<file path="src/rtl/privreg_pkg.sv">
package privreg_pkg;

  localparam int DATA_W_DEF   = 32;
  localparam int NUM_DATA_DEF = 8;
  localparam int NUM_ADDR_DEF = 8;
  localparam int MASK_W_DEF   = 3;

  // privilege level held in the status state
  typedef enum logic {
    PRIV_USER  = 1'b0,
    PRIV_SUPER = 1'b1
  } priv_e;

endpackage

</file>
<file path="src/rtl/rf_gpr_array.sv">
// Flat storage for every register except the banked stack pointer.
module rf_gpr_array #(
  parameter int DATA_W  = 32,
  parameter int NUM_GPR = 15,
  parameter int IDX_W   = 4
) (
  input  logic              clk,
  input  logic              rst_n,
  input  logic              wr_en,
  input  logic [IDX_W-1:0]  wr_idx,
  input  logic [DATA_W-1:0] wr_data,
  input  logic [IDX_W-1:0]  rd_a_idx,
  output logic [DATA_W-1:0] rd_a_data,
  input  logic [IDX_W-1:0]  rd_b_idx,
  output logic [DATA_W-1:0] rd_b_data
);

  logic [DATA_W-1:0] reg_q [NUM_GPR];
  logic [NUM_GPR-1:0] reg_en;

  genvar g;
  generate
    for (g = 0; g < NUM_GPR; g++) begin : g_reg
      // per-register clock enable from the write decode
      assign reg_en[g] = wr_en && (wr_idx == IDX_W'(g));

      always_ff @(posedge clk or negedge rst_n) begin
        if (!rst_n) begin
          reg_q[g] <= '0;
        end else if (reg_en[g]) begin
          reg_q[g] <= wr_data;
        end
      end
    end
  endgenerate

  always_comb begin
    rd_a_data = '0;
    if (int'(rd_a_idx) < NUM_GPR) begin
      rd_a_data = reg_q[rd_a_idx];
    end
  end

  always_comb begin
    rd_b_data = '0;
    if (int'(rd_b_idx) < NUM_GPR) begin
      rd_b_data = reg_q[rd_b_idx];
    end
  end

endmodule

</file>
<file path="src/rtl/rf_sp_bank.sv">
// Two physical stack pointers, one per privilege level.
module rf_sp_bank
  import privreg_pkg::*;
#(
  parameter int DATA_W = 32
) (
  input  logic              clk,
  input  logic              rst_n,
  input  priv_e             priv_cur,
  input  logic              sp_wr_en,
  input  logic [DATA_W-1:0] wr_data,
  output logic [DATA_W-1:0] sp_vis
);

  localparam int NUM_BANKS = 2;

  logic [DATA_W-1:0]    sp_q [NUM_BANKS];
  logic [NUM_BANKS-1:0] bank_en;
  logic                 bank_sel;

  // the mode held before the edge steers the write
  assign bank_sel = (priv_cur == PRIV_SUPER);

  genvar b;
  generate
    for (b = 0; b < NUM_BANKS; b++) begin : g_bank
      assign bank_en[b] = sp_wr_en && (bank_sel == b[0]);

      always_ff @(posedge clk or negedge rst_n) begin
        if (!rst_n) begin
          sp_q[b] <= '0;
        end else if (bank_en[b]) begin
          sp_q[b] <= wr_data;
        end
      end
    end
  endgenerate

  assign sp_vis = sp_q[bank_sel];

endmodule

</file>
<file path="src/rtl/rf_mode_ctrl.sv">
// Privilege bit, interrupt mask and violation flag.
module rf_mode_ctrl
  import privreg_pkg::*;
#(
  parameter int MASK_W = 3
) (
  input  logic              clk,
  input  logic              rst_n,
  input  logic              sr_wr_en,
  input  logic              sr_wr_sup,
  input  logic [MASK_W-1:0] sr_wr_mask,
  input  logic              exc_entry,
  output priv_e             priv_q,
  output logic [MASK_W-1:0] mask_q,
  output logic              viol_q
);

  priv_e             priv_d;
  logic [MASK_W-1:0] mask_d;
  logic              viol_d;
  logic              mask_change;

  always_comb begin
    mask_change = sr_wr_en && (sr_wr_mask != mask_q);
    viol_d      = (priv_q == PRIV_USER) && mask_change;
    priv_d      = priv_q;
    mask_d      = mask_q;
    if (sr_wr_en && (priv_q == PRIV_SUPER)) begin
      priv_d = sr_wr_sup ? PRIV_SUPER : PRIV_USER;
      mask_d = sr_wr_mask;
    end
    if (exc_entry) begin
      priv_d = PRIV_SUPER;
    end
  end

  always_ff @(posedge clk or negedge rst_n) begin
    if (!rst_n) begin
      priv_q <= PRIV_SUPER;
      mask_q <= '1;
      viol_q <= 1'b0;
    end else begin
      priv_q <= priv_d;
      mask_q <= mask_d;
      viol_q <= viol_d;
    end
  end

endmodule

</file>
<file path="src/rtl/privreg_file.sv">
module privreg_file
  import privreg_pkg::*;
#(
  parameter int DATA_W   = DATA_W_DEF,
  parameter int NUM_DATA = NUM_DATA_DEF,
  parameter int NUM_ADDR = NUM_ADDR_DEF,
  parameter int MASK_W   = MASK_W_DEF
) (
  input  logic                                      clk,
  input  logic                                      rst_n,
  input  logic [$clog2(NUM_DATA+NUM_ADDR)-1:0]      rd_a_idx,
  output logic [DATA_W-1:0]                         rd_a_data,
  input  logic [$clog2(NUM_DATA+NUM_ADDR)-1:0]      rd_b_idx,
  output logic [DATA_W-1:0]                         rd_b_data,
  input  logic                                      wr_en,
  input  logic [$clog2(NUM_DATA+NUM_ADDR)-1:0]      wr_idx,
  input  logic [DATA_W-1:0]                         wr_data,
  input  logic                                      sr_wr_en,
  input  logic                                      sr_wr_sup,
  input  logic [MASK_W-1:0]                         sr_wr_mask,
  input  logic                                      exc_entry,
  output logic                                      sup_mode,
  output logic [MASK_W-1:0]                         int_mask,
  output logic                                      priv_viol
);

  localparam int NUM_REGS = NUM_DATA + NUM_ADDR;
  localparam int IDX_W    = $clog2(NUM_REGS);
  localparam int SP_IDX   = NUM_REGS - 1;
  localparam int NUM_GPR  = NUM_REGS - 1;

  priv_e             priv_cur;
  logic              wr_to_sp;
  logic              gpr_wr_en;
  logic [DATA_W-1:0] gpr_a;
  logic [DATA_W-1:0] gpr_b;
  logic [DATA_W-1:0] sp_vis;

  assign wr_to_sp  = wr_en && (wr_idx == IDX_W'(SP_IDX));
  assign gpr_wr_en = wr_en && !wr_to_sp;

  rf_mode_ctrl #(.MASK_W(MASK_W)) u_mode (
    .clk        (clk),
    .rst_n      (rst_n),
    .sr_wr_en   (sr_wr_en),
    .sr_wr_sup  (sr_wr_sup),
    .sr_wr_mask (sr_wr_mask),
    .exc_entry  (exc_entry),
    .priv_q     (priv_cur),
    .mask_q     (int_mask),
    .viol_q     (priv_viol)
  );

  rf_gpr_array #(.DATA_W(DATA_W), .NUM_GPR(NUM_GPR), .IDX_W(IDX_W)) u_gpr (
    .clk       (clk),
    .rst_n     (rst_n),
    .wr_en     (gpr_wr_en),
    .wr_idx    (wr_idx),
    .wr_data   (wr_data),
    .rd_a_idx  (rd_a_idx),
    .rd_a_data (gpr_a),
    .rd_b_idx  (rd_b_idx),
    .rd_b_data (gpr_b)
  );

  rf_sp_bank #(.DATA_W(DATA_W)) u_sp (
    .clk      (clk),
    .rst_n    (rst_n),
    .priv_cur (priv_cur),
    .sp_wr_en (wr_to_sp),
    .wr_data  (wr_data),
    .sp_vis   (sp_vis)
  );

  assign rd_a_data = (rd_a_idx == IDX_W'(SP_IDX)) ? sp_vis : gpr_a;
  assign rd_b_data = (rd_b_idx == IDX_W'(SP_IDX)) ? sp_vis : gpr_b;
  assign sup_mode  = (priv_cur == PRIV_SUPER);

endmodule

</file>
<file path="config.mk">
export PLATFORM = sky130hd
export DESIGN_NAME = privreg_file
export DESIGN_NICKNAME = d
export VERILOG_FILES = /design/src/rtl/privreg_pkg.sv /design/src/rtl/rf_gpr_array.sv /design/src/rtl/rf_sp_bank.sv /design/src/rtl/rf_mode_ctrl.sv /design/src/rtl/privreg_file.sv
export SDC_FILE = /design/constraint.sdc
export NUM_CORES = 1
export LEC_CHECK = 0
export BUFFER_PORTS_ARGS = -buffer_cell sky130_fd_sc_hd__buf_2
export CAP_MARGIN = 20
export CORE_ASPECT_RATIO = 0.5
export CORE_UTILIZATION = 30
export DETAILED_ROUTE_END_ITERATION = 7
export GPL_TIMING_DRIVEN = 0
export PLACE_DENSITY_LB_ADDON = 0.1
export SYNTH_ARGS = -nofsm -noshare
export SYNTH_HDL_FRONTEND = slang
export SYNTH_HIERARCHICAL = 1
export SYNTH_SLANG_ARGS = --single-unit
</file>
<file path="constraint.sdc">
create_clock -name clk -period 4.45 [get_ports clk]
set_input_delay 0.445 -clock clk [delete_from_list [all_inputs] [get_ports clk]]
set_output_delay 0.445 -clock clk [all_outputs]
set_load 0.05 [all_outputs]
</file>
==> run metrics <==
outcome complete, but fails checks; violated checks DRC; met2 Use GR 0.339; slew margin rel. 0.214; warnings from Yosys 6; final net count roughly 2.4k; Initial Util 0.306; PnR worst setup slack 0.472 ns; Top FF cell, synth dfrtp_1; grt ovf 0; syn nets about 2.2k; largest net degree at the start of global routing 100; Place WS 0.534 ns; combinational power share 0.252; routed wire length about 110 mm; synth top area cells dfrtp_1, mux2_2, mux2i_1; Min-Delay Path Class input port to flop; gr usage total 0.214; Async SR Flop Fraction 1.00; Synth Instances 2,151; CTS tree built; most frequent cells in the layout mux2_2, dfrtp_1, buf_2; Peak Freq 0.251 GHz; peak supply drop ~300 uV; vias after detailed routing 20.1k; post-route ant nets 0; hold_buf cts 2; Pint 0.0113 W; clk_lat worst skew roughly 0.64 ns; Sw Share 0.304; min Tclk post-route ~4.0 ns; Slew Limit Fails 0; wire length per cell 29.5 um; Max-Cap Viols 0; #FFs+latches synth 549; library cells used by synthesis 40; area share of the largest cell type after synthesis 0.452; register share of total power 0.430; Die Wd 451 um; cell area after layout 34,700 sq um; Netlist Area Pre-Place 30,200 sq um; met3 Use GR 0.0292; fill count 9,669; die height 226 um; drc violations 2; first-pass GRT wire length 156 mm; synthesized area per cell 14.0 sq um; layout cells sized above 1 0.451; post-DP HPWL 74.2 mm; GRT busiest layer met2; Net Sw Power approximately 0.005 W; # resized after CTS 0; M1 GR Usage 0.307; worst path required time 4.01 ns; setup repair after global routing missed its margin false; post-synthesis sequential area ratio 0.455; Worst Path Arrival 3.53 ns; Root Driver clkbuf_16; Pwr Density roughly 470 nW/um^2; final cell utilization of the core 0.352; vias in the first global route 20.7k; Hold Vio Cnt, Final 0; clock power share 0.318; H-tree depth 2; Pre-antenna DRT Iters 8; # IOs 122; DRT iter0 DRCs 1,538; P_leak 15.3 nW; # Post-CTS Setup Buffers 0; clock skew 0.0157 ns; most common cell after layout, fill and taps aside mux2_2; maximum root-to-sink buffer count 3; area leader, netlist dfrtp_1; I/O Buffers 121; Max FO, Critical Path 10; EDFF count, synth 0; CTS Sinks around 550; fin crit share 0.894; Num CTS Buffers 59; initial antenna violation count 2; # setup viols final 0; ant diodes 0; DP Area 32,700 sq um; critical path startpoint category input port; critical path endpoint category primary output; GP Congestion 0.802; Worst Tran Pin Value 1.18 ns; Reg clk slew, reported paths 0.05 ns; worst hold margin 0.0538 ns; CORE AREA between 90,000 and 100,000 sq um; synth-to-layout area growth 15.0%; total die area 102,000 sq um; mean number of vias per cell approximately 5.4; Std-Cell Rows 81; Worst Setup Path Type input port to primary output
==> synth_stat cells (15+ instances only) <==
library cell and count:
a22oi_1 31, o21ai_0 64, clkbuf_1 83, mux4_1 58
buf_6 18, mux4_2 71, mux2i_1 191, buf_1 15
nor2b_1 35, dfrtp_1 545, buf_2 86, a21oi_1 96
a211oi_1 33, mux2_4 60, mux2_2 604, o22ai_1 32
nand3b_1 36, o211a_1 31
==> power by group through the flow <==
stage | sequential, W | combinational (W) | clock [W]
detailed placement | 0.00707 | 0.00412 | 0
floorplan | 0.00680 | 0.00313 | 0
CTS | 0.00699 | 0.00413 | 0.00534
global route | 0.00717 | 0.00439 | 0.00554
global placement | 0.00705 | 0.00404 | 0
finish | 0.00701 | 0.00410 | 0.00518
==> critical path, stage by stage <==
cell and delay [ns]:
buf_2 0.11, buf_2 0.35, buf_6 0.29, nand2b_1 0.36, buf_1 0.92, o22ai_1 0.23, a21oi_1 0.18, a21oi_1 0.11
mux2_4 0.30, buf_2 0.21
==> layout make-up <==
| class | count | area [sq um] | area share |
|---|---|---|---|
| tap | 1328 | 1660 | 0.0479 |
| clock inverter | 10 | 154 | 0.00443 |
| inverter | 2 | 7.51 | 0.000216 |
| clock buffer | 93 | 1820 | 0.0523 |
| buffer | 210 | 1060 | 0.0305 |
| sequential | 549 | 13700 | 0.396 |
| timing repair buffer | 136 | 898 | 0.0259 |
| multi-input combinational | 1390 | 15400 | 0.443 |
==> state kept, by name, summed over array words and instances (netlist names) <==
register and cells:
u_mode/mask_q 3, u_mode/priv_q 1, u_mode/viol_q 1, u_gpr/reg_q 480
u_sp/sp_q 64
==> metal layers <==
layer	share of wire	vias up
met1	0.48	10900
met3	0.041	131
met4	0.023	0
li1	-	8620
met2	0.46	501
met5	0	-
==> cell families after synthesis <==
logic type | count (synthesis) | share of synthesized area
AO/OA/AOI/OAI | 289 | 0.0599
XOR/XNOR | 3 | 0.000870
buffers and inverters | 212 | 0.0353
flip-flops | 549 | 0.455
multiplexers | 994 | 0.426
AND/OR/NAND/NOR | 104 | 0.0232
==> final timing paths <==
| kind | from | to | slack [ns] | depth (start not counted) |
|---|---|---|---|---|
| hold / removal | sr_wr_en | u_mode/viol_q | 0.05 | 3 |
| max in group asynchronous | rst_n | u_gpr/reg_q[178] | 2.32 | 5 |
| min in group asynchronous | rst_n | u_gpr/reg_q[291] | 0.38 | 2 |
| setup reg to reg | u_mode/priv_q | u_sp/sp_q[34] | 2.55 | 5 |
| setup / recovery | rd_b_idx[0] | rd_b_data[4] | 0.47 | 10 |
| hold reg to reg | u_sp/sp_q[34] | u_sp/sp_q[34] | 0.48 | 1 |
==> stage by stage <==
step | TNS, ns | std cells | total power (W)
finish | 0 | 3718 | 0.0163
global route | 0 | 3718 | 0.0171
CTS | 0 | 3715 | 0.0165
detailed placement | 0 | 3610 | 0.0112
global placement | -5294.47 | 3600 | 0.0111
floorplan | 0 | 2151 | 0.00993
No activity file was read; power rests on OpenSTA's default activity.
